**config.mk**
```make
export PLATFORM = sky130hd
export DESIGN_NAME = intarith_unit
export DESIGN_NICKNAME = d
export VERILOG_FILES = /design/src/rtl/intarith_pkg.sv /design/src/rtl/intarith_addsub.sv /design/src/rtl/intarith_shift.sv /design/src/rtl/intarith_unit.sv
export SDC_FILE = /design/constraint.sdc
export NUM_CORES = 1
export LEC_CHECK = 0
export ABC_AREA = 1
export BUFFER_PORTS_ARGS = -buffer_cell sky130_fd_sc_hd__buf_2
export CAP_MARGIN = 10
export CORE_AREA = 2 2 133 135
export DETAILED_ROUTE_END_ITERATION = 10
export DIE_AREA = 0 0 135 137
export PLACE_DENSITY = 0.61
export SYNTH_ARGS = -nofsm -noshare
export SYNTH_HDL_FRONTEND = slang
export SYNTH_SLANG_ARGS = --single-unit
```
**constraint.sdc**
```tcl
create_clock -name clk -period 8.7 [get_ports clk]
set_input_delay 1.305 -clock clk [delete_from_list [all_inputs] [get_ports clk]]
set_output_delay 1.305 -clock clk [all_outputs]
set_load 0.02 [all_outputs]
```
**src/rtl/intarith_pkg.sv**
```systemverilog
package intarith_pkg;
  typedef enum logic [2:0] {
    OP_ADD  = 3'd0,
    OP_SUB  = 3'd1,
    OP_ADDI = 3'd2,
    OP_SLL  = 3'd3,
    OP_SRL  = 3'd4,
    OP_SRA  = 3'd5
  } arith_op_e;
endpackage

```
**src/rtl/intarith_addsub.sv**
```systemverilog
module intarith_addsub #(
  parameter int W = 32
) (
  input  logic [W-1:0] lhs,
  input  logic [W-1:0] rhs,
  input  logic         do_sub,
  output logic [W-1:0] sum,
  output logic         ovf
);
  logic [W-1:0] rhs_eff;
  logic [W-1:0] cin_vec;

  // subtract = add inverted operand with carry-in of one
  assign rhs_eff = do_sub ? ~rhs : rhs;
  assign cin_vec = {{(W-1){1'b0}}, do_sub};
  assign sum     = lhs + rhs_eff + cin_vec;

  // overflow: adder inputs agree in sign, sum disagrees
  assign ovf = (lhs[W-1] == rhs_eff[W-1]) && (sum[W-1] != lhs[W-1]);
endmodule

```
**src/rtl/intarith_shift.sv**
```systemverilog
module intarith_shift #(
  parameter int W   = 32,
  parameter int SHW = $clog2(W)
) (
  input  logic [W-1:0]   din,
  input  logic [SHW-1:0] amt,
  input  logic           go_left,
  input  logic           sign_fill,
  output logic [W-1:0]   dout
);
  logic [W-1:0] stage [SHW+1];
  logic         fill;

  assign fill     = sign_fill & din[W-1];
  assign stage[0] = din;

  for (genvar i = 0; i < SHW; i++) begin : g_stage
    localparam int D = 1 << i;
    logic [W-1:0] moved;
    assign moved = go_left ? {stage[i][W-1-D:0], {D{1'b0}}}
                           : {{D{fill}}, stage[i][W-1:D]};
    assign stage[i+1] = amt[i] ? moved : stage[i];
  end

  assign dout = stage[SHW];
endmodule

```
**src/rtl/intarith_unit.sv**
```systemverilog
module intarith_unit
  import intarith_pkg::*;
#(
  parameter int W     = 32,
  parameter int IMM_W = 16,
  parameter int SHW   = $clog2(W)
) (
  input  logic             clk,
  input  logic             rst,
  input  logic [2:0]       op_sel,
  input  logic             is_signed,
  input  logic [W-1:0]     opnd_a,
  input  logic [W-1:0]     opnd_b,
  input  logic [IMM_W-1:0] imm16,
  input  logic [SHW-1:0]   shamt,
  output logic [W-1:0]     result,
  output logic             ovf_trap
);
  localparam int EXT_W = W - IMM_W;

  arith_op_e    op;
  logic [W-1:0] imm_ext;
  logic [W-1:0] add_rhs;
  logic [W-1:0] add_sum;
  logic         add_ovf;
  logic [W-1:0] sh_out;
  logic [W-1:0] nxt_result;
  logic         nxt_trap;

  assign op      = arith_op_e'(op_sel);
  assign imm_ext = {{EXT_W{imm16[IMM_W-1]}}, imm16};
  assign add_rhs = (op == OP_ADDI) ? imm_ext : opnd_b;

  intarith_addsub #(.W(W)) u_addsub (
    .lhs    (opnd_a),
    .rhs    (add_rhs),
    .do_sub (op == OP_SUB),
    .sum    (add_sum),
    .ovf    (add_ovf)
  );

  intarith_shift #(.W(W), .SHW(SHW)) u_shift (
    .din       (opnd_a),
    .amt       (shamt),
    .go_left   (op == OP_SLL),
    .sign_fill (op == OP_SRA),
    .dout      (sh_out)
  );

  always_comb begin
    nxt_result = '0;
    nxt_trap   = 1'b0;
    unique case (op)
      OP_ADD, OP_SUB, OP_ADDI: begin
        nxt_result = add_sum;
        nxt_trap   = is_signed & add_ovf;
      end
      OP_SLL, OP_SRL, OP_SRA: nxt_result = sh_out;
      default: ;
    endcase
  end

  always_ff @(posedge clk) begin
    if (rst) begin
      result   <= '0;
      ovf_trap <= 1'b0;
    end else begin
      result   <= nxt_result;
      ovf_trap <= nxt_trap;
    end
  end
endmodule

```
* Word-level counts from Yosys, hierarchy flattened *
Index checks and enable logic that the tools add are counted.

storage, ports and cells
  output and inout port bits = 33
  logic and storage cells = 33
  bits in registers = 33
  input port bits = 91

cells by class
  bitwise operators = 4
  eq/ne operators = 7
  reduce and logical (&&, ||, !) cells = 5
  muxes and demuxes = 13
  add/sub/neg operators = 2

operators by type and width
  cell                  count
  $mux W32              12
  $pmux W32 S2          1
  $add A32 B1 Y32       1
  $add A32 B32 Y32      1
  $not A32 Y32          1
  $eq A3 B2 Y1 const B  2
  $eq A3 B3 Y1 const B  2
  $reduce_or A3 Y1      2
  $eq A3 B1 Y1 const B  1
  $logic_not A3 Y1      1
  $and A1 B1 Y1         2
  $reduce_or A2 Y1      1
  $eq A1 B1 Y1          1
  $logic_and A1 B1 Y1   1
  $ne A1 B1 Y1          1
  $not A1 Y1            1

* Longest topological paths before layout *
  depth after elaboration = 13
  mapped depth = 20

* Cells and area by module *
Synthesis repeated with hierarchy kept, for this count alone.

unflattened totals
  cell total of the unflattened synthesis = 1,423
  area total of the unflattened synthesis = 7,245.7 um^2

by module, submodules not included
  module           cells an instance  area each (um^2)  times used
  intarith_shift   721                3,090.5           1
  intarith_addsub  459                2,542.4           1
  intarith_unit    243                1,612.8           1

* Worst setup path before layout *
No wires, ideal clock.

  path type = input port to flip-flop
  start = input port op_sel[1]
  end = register result[26]
  slack = 4,799 ps
  data arrival time = 3,788 ps
  stages on the path = 19
  data required time = 8,586 ps
  library setup time = 114 ps
  cells stage by stage = buf_2 nand3_4 inv_1 nand2_1 clkbuf_1 nand2_1 xnor2_1 ha_1 nand2_1 nor4_1 nand4_1 nand3_1 nand2_1 o211ai_1 a21oi_1 inv_1 nand2_1 nand3_1 nand2_1

on the way
  cells in the longest elaborated chain, start to end = 12
  elaborated cells between the ends (all ways) = 25

ends and longest elaborated chain
  item                                                                       RTL line             RTL
  start: declaration                                                         intarith_unit.sv:10  input logic [2:0] op_sel,
  parallel branches: the longest is 11 deep, another holds $add A32 B32 Y32  --
  $pmux W32 S2 *                                                             intarith_unit.sv:53  unique case (op)
  end signal: assignment                                                     intarith_unit.sv:68  result <= nxt_result;
  end: declaration                                                           intarith_unit.sv:16  output logic [W-1:0] result,

Every way passes the cells marked *.
A chain may end at the register's enable or synchronous reset.

* Worst setup path after layout *
  start = input port op_sel[2]
  end = register result[15]

The elaborated chain is that of the path after synthesis.

==> results.ini <==
[setup_path]
crit_type = in -> reg
arrival_ns = 4.71
worstSetupStartpoint = op_sel[2]
timing.critical_path.cells = buf_2 > inv_4 > nand3_2 > xor2_1 > ha_1 > a21oi_1 > o21ai_0 > inv_1 > nand2_1 > nand2_1 > nand2_1 > nand2_1 > nand3_1 > o21ai_0 > a21oi_1
required_ns = 8.84
cp_common_cell = nand2_1
critPathSlowestCell = nand3_2
startpoint_type = input port
cp-end-kind = flop
path_max_fanout = 32
max_stage_delay_ns = 0.74

[worst_hold_path]
hold_path.class = in -> reg
hp-start = is_signed
hold_depth = 3

[clock_tree]
cts_setup_buffers = 0
clkSinkCount = 33
cts_tree = yes
cts_root_buffer = clkbuf_16
ctsLongestPathBuffers = 2
ctsHoldBuffers = 0
clkTransAtPathRegs_ns = 0.05
cts.repair.resized = 0
htreeDepth = 2
cts_buffers = 5

[route]
drt_iter0_drc = 1016
drc_errors = 0
num_vias = 8654
dr.pass1.iters = 6
postRouteAntennaNets = 0
wire_per_inst_microns = 18.2
viasPerCell = 5.65
wl_microns = 27900

[layout]
antenna-diode-count = 0
drive_gt1_share_pct = 13.8
area_delta_synth_final_pct = 11.2
fill_cells = 1915
fin_nets = 1433

[floorplanning]
die_area_sq_um = 18500
num_io_pins = 124
die_y_microns = 137
rows = 48
die_x_microns = 135
initial_utilization_pct = 39.2
core_sq_um = 17100

[synthesis]
synth_commonest_cells = nand2_1, nand3_1, a21oi_1
yosys.area.top_type = nand2_1
ys_async_sr_fraction_pct = 0
yosysMostFrequentCell = nand2_1
synth-edff-count = 0
synth-xor-area-share_pct = 4.45
synth_cell_types = 45
synth-simple-area-share_pct = 48.7
synthAdderAreaFrac_pct = 6.84
syn_area_sq_um = 6690
synth_top_family_by_area = simple AND/OR/NAND/NOR gates
yosysWarnings = 0
synth.top_cells.by_area = nand2_1, nand3_1, dfxtp_1, a21oi_1, ha_1
synth.area.mux_share_pct = 2.09
ys_ff_latch = 33
synth_compound_area_share_pct = 18.6
syn_area_per_cell_sq_um = 5.44
synth_top_flop_cell = dfxtp_1
syn_nets = 1358
netlist_instances = 1231
synth_top_area_share_pct = 26.4
seq_area_frac_synth_pct = 9.87

[global_route]
grt_pass1_wl_microns = 42100
antenna_found_initial = 1
grt_max_degree = 63
grt_pass1_vias = 7614
grt.total_usage_pct = 29.5
globalRouteOverflowTotal = 0

[sta]
min_period_over_period_pct = 52.6
hold_viol_final = 0
drv_slew = 0
finalSetupTns_ns = 0
hold_ws_ns = 1.27
min_period_ns = 4.57
rsz0062_at_grt = false
setup-violations-final = 0
maxSlewHeadroom_pct = 29.4
tightest_slew_ns = 1.05
timing.fmax_mhz = 219

[power_and_ir_drop]
pwr-share-comb_pct = 61.5
switching_power_mw = 0.450
clkPwrFrac_pct = 19.0
internal_power_mw = 0.448
power_density_nw_per_um2 = 121
switching_share_pct = 50.2
vdd.ir_drop.worst_uv = 93.6
p_leak_nw = 3.92
pwr-share-seq_pct = 19.5

[run]
drv_cap = 0

[place]
portBuffers = 123
place.gp.congestion = 1.05
hpwl_microns = 22400

[outcome]
status = finished, final reports clean

worst paths after layout:
kind,endpoint,slack (ns)
max,result[15],4.13
min,ovf_trap,1.27
layout by cell type (no fill, tap or decap), drive strengths merged, types with 3 or more instances in the layout:
| master | netlist | layout |
|---|---|---|
| buf | 41 | 125 |
| o21ai | 76 | 76 |
| or2 | 6 | 6 |
| and2 | 6 | 6 |
| nand2 | 474 | 474 |
| xnor2 | 17 | 17 |
| dfxtp | 33 | 33 |
| ha | 35 | 35 |
| clkinv | 1 | 3 |
| o21a | 6 | 6 |
| xor2 | 17 | 17 |
| nand3 | 186 | 186 |
| nor3 | 4 | 4 |
| clkbuf | 16 | 6 |
| o211ai | 18 | 18 |
| a31oi | 12 | 12 |
| a21o | 4 | 4 |
| nor2 | 61 | 61 |
| mux2i | 14 | 14 |
| inv | 83 | 83 |
| a21oi | 97 | 97 |
| nand4 | 14 | 14 |
stage by stage:
step | worst slack (ns) | std cells | power [mW] | instance area (sq um) | util (%)
floorplan | 4.80 | 1231 | 0.549 | 6690 | -
global placement | 3.90 | 1524 | 0.714 | 7300 | 42.8
detailed placement | 3.87 | 1524 | 0.712 | 7300 | 42.8
CTS | 4.16 | 1532 | 0.882 | 7440 | 43.6
global route | 3.69 | 1532 | 0.958 | 7440 | 43.6
finish | 4.13 | 1532 | 0.898 | 7440 | 43.6
critical path: cells and delay by family:
kind / cells / cell delay (ns)
fa+ha+maj: 1 / 0.31
simple gates: 6 / 1.20
xor+xnor: 1 / 0.59
compound gates: 4 / 0.97
buf+inv: 3 / 0.34
area by class of cell:
cell class                 count  area [sq um]  area share [%]
timing repair buffer         125           631            8.47
inverter                      84           318            4.27
sequential                    33           661            8.88
multi-input combinational   1057          5410            72.7
clock inverter                 2          10.0           0.134
clock buffer                   6           129            1.73
tap                          225           282            3.78
metal layers:
| layer | global-route usage (%) | vias up | wire length [microns] |
|---|---|---|---|
| met3 | 5.30 | 67 | 2990 |
| met1 | 41.3 | 3833 | 12000 |
| li1 | - | 4251 | - |
| met4 | 12.7 | 0 | 1300 |
| met5 | 0 | - | 0 |
| met2 | 44.2 | 503 | 11600 |
flip-flops by register name, indices dropped and copies added (netlist names):
| register | cells |
|---|---|
| result | 32 |
| ovf_trap | 1 |
cell families (layout without fill, tap and decap cells):
family	after synthesis	in the layout
fa+ha+maj	36	36
flops	33	33
mux	14	14
simple gates	755	755
compound gates	218	218
xor+xnor	34	34
buf+inv	141	217
power groups by stage:
stage / Combinational, mW / Sequential [mW] / Clock (mW)
final: 0.552 / 0.175 / 0.171
after global routing: 0.605 / 0.176 / 0.177
after CTS: 0.536 / 0.175 / 0.171
after detailed placement: 0.533 / 0.178 / 0
after global placement: 0.536 / 0.179 / 0
after floorplan: 0.349 / 0.200 / 0
No activity file was read; power rests on OpenSTA's default activity.
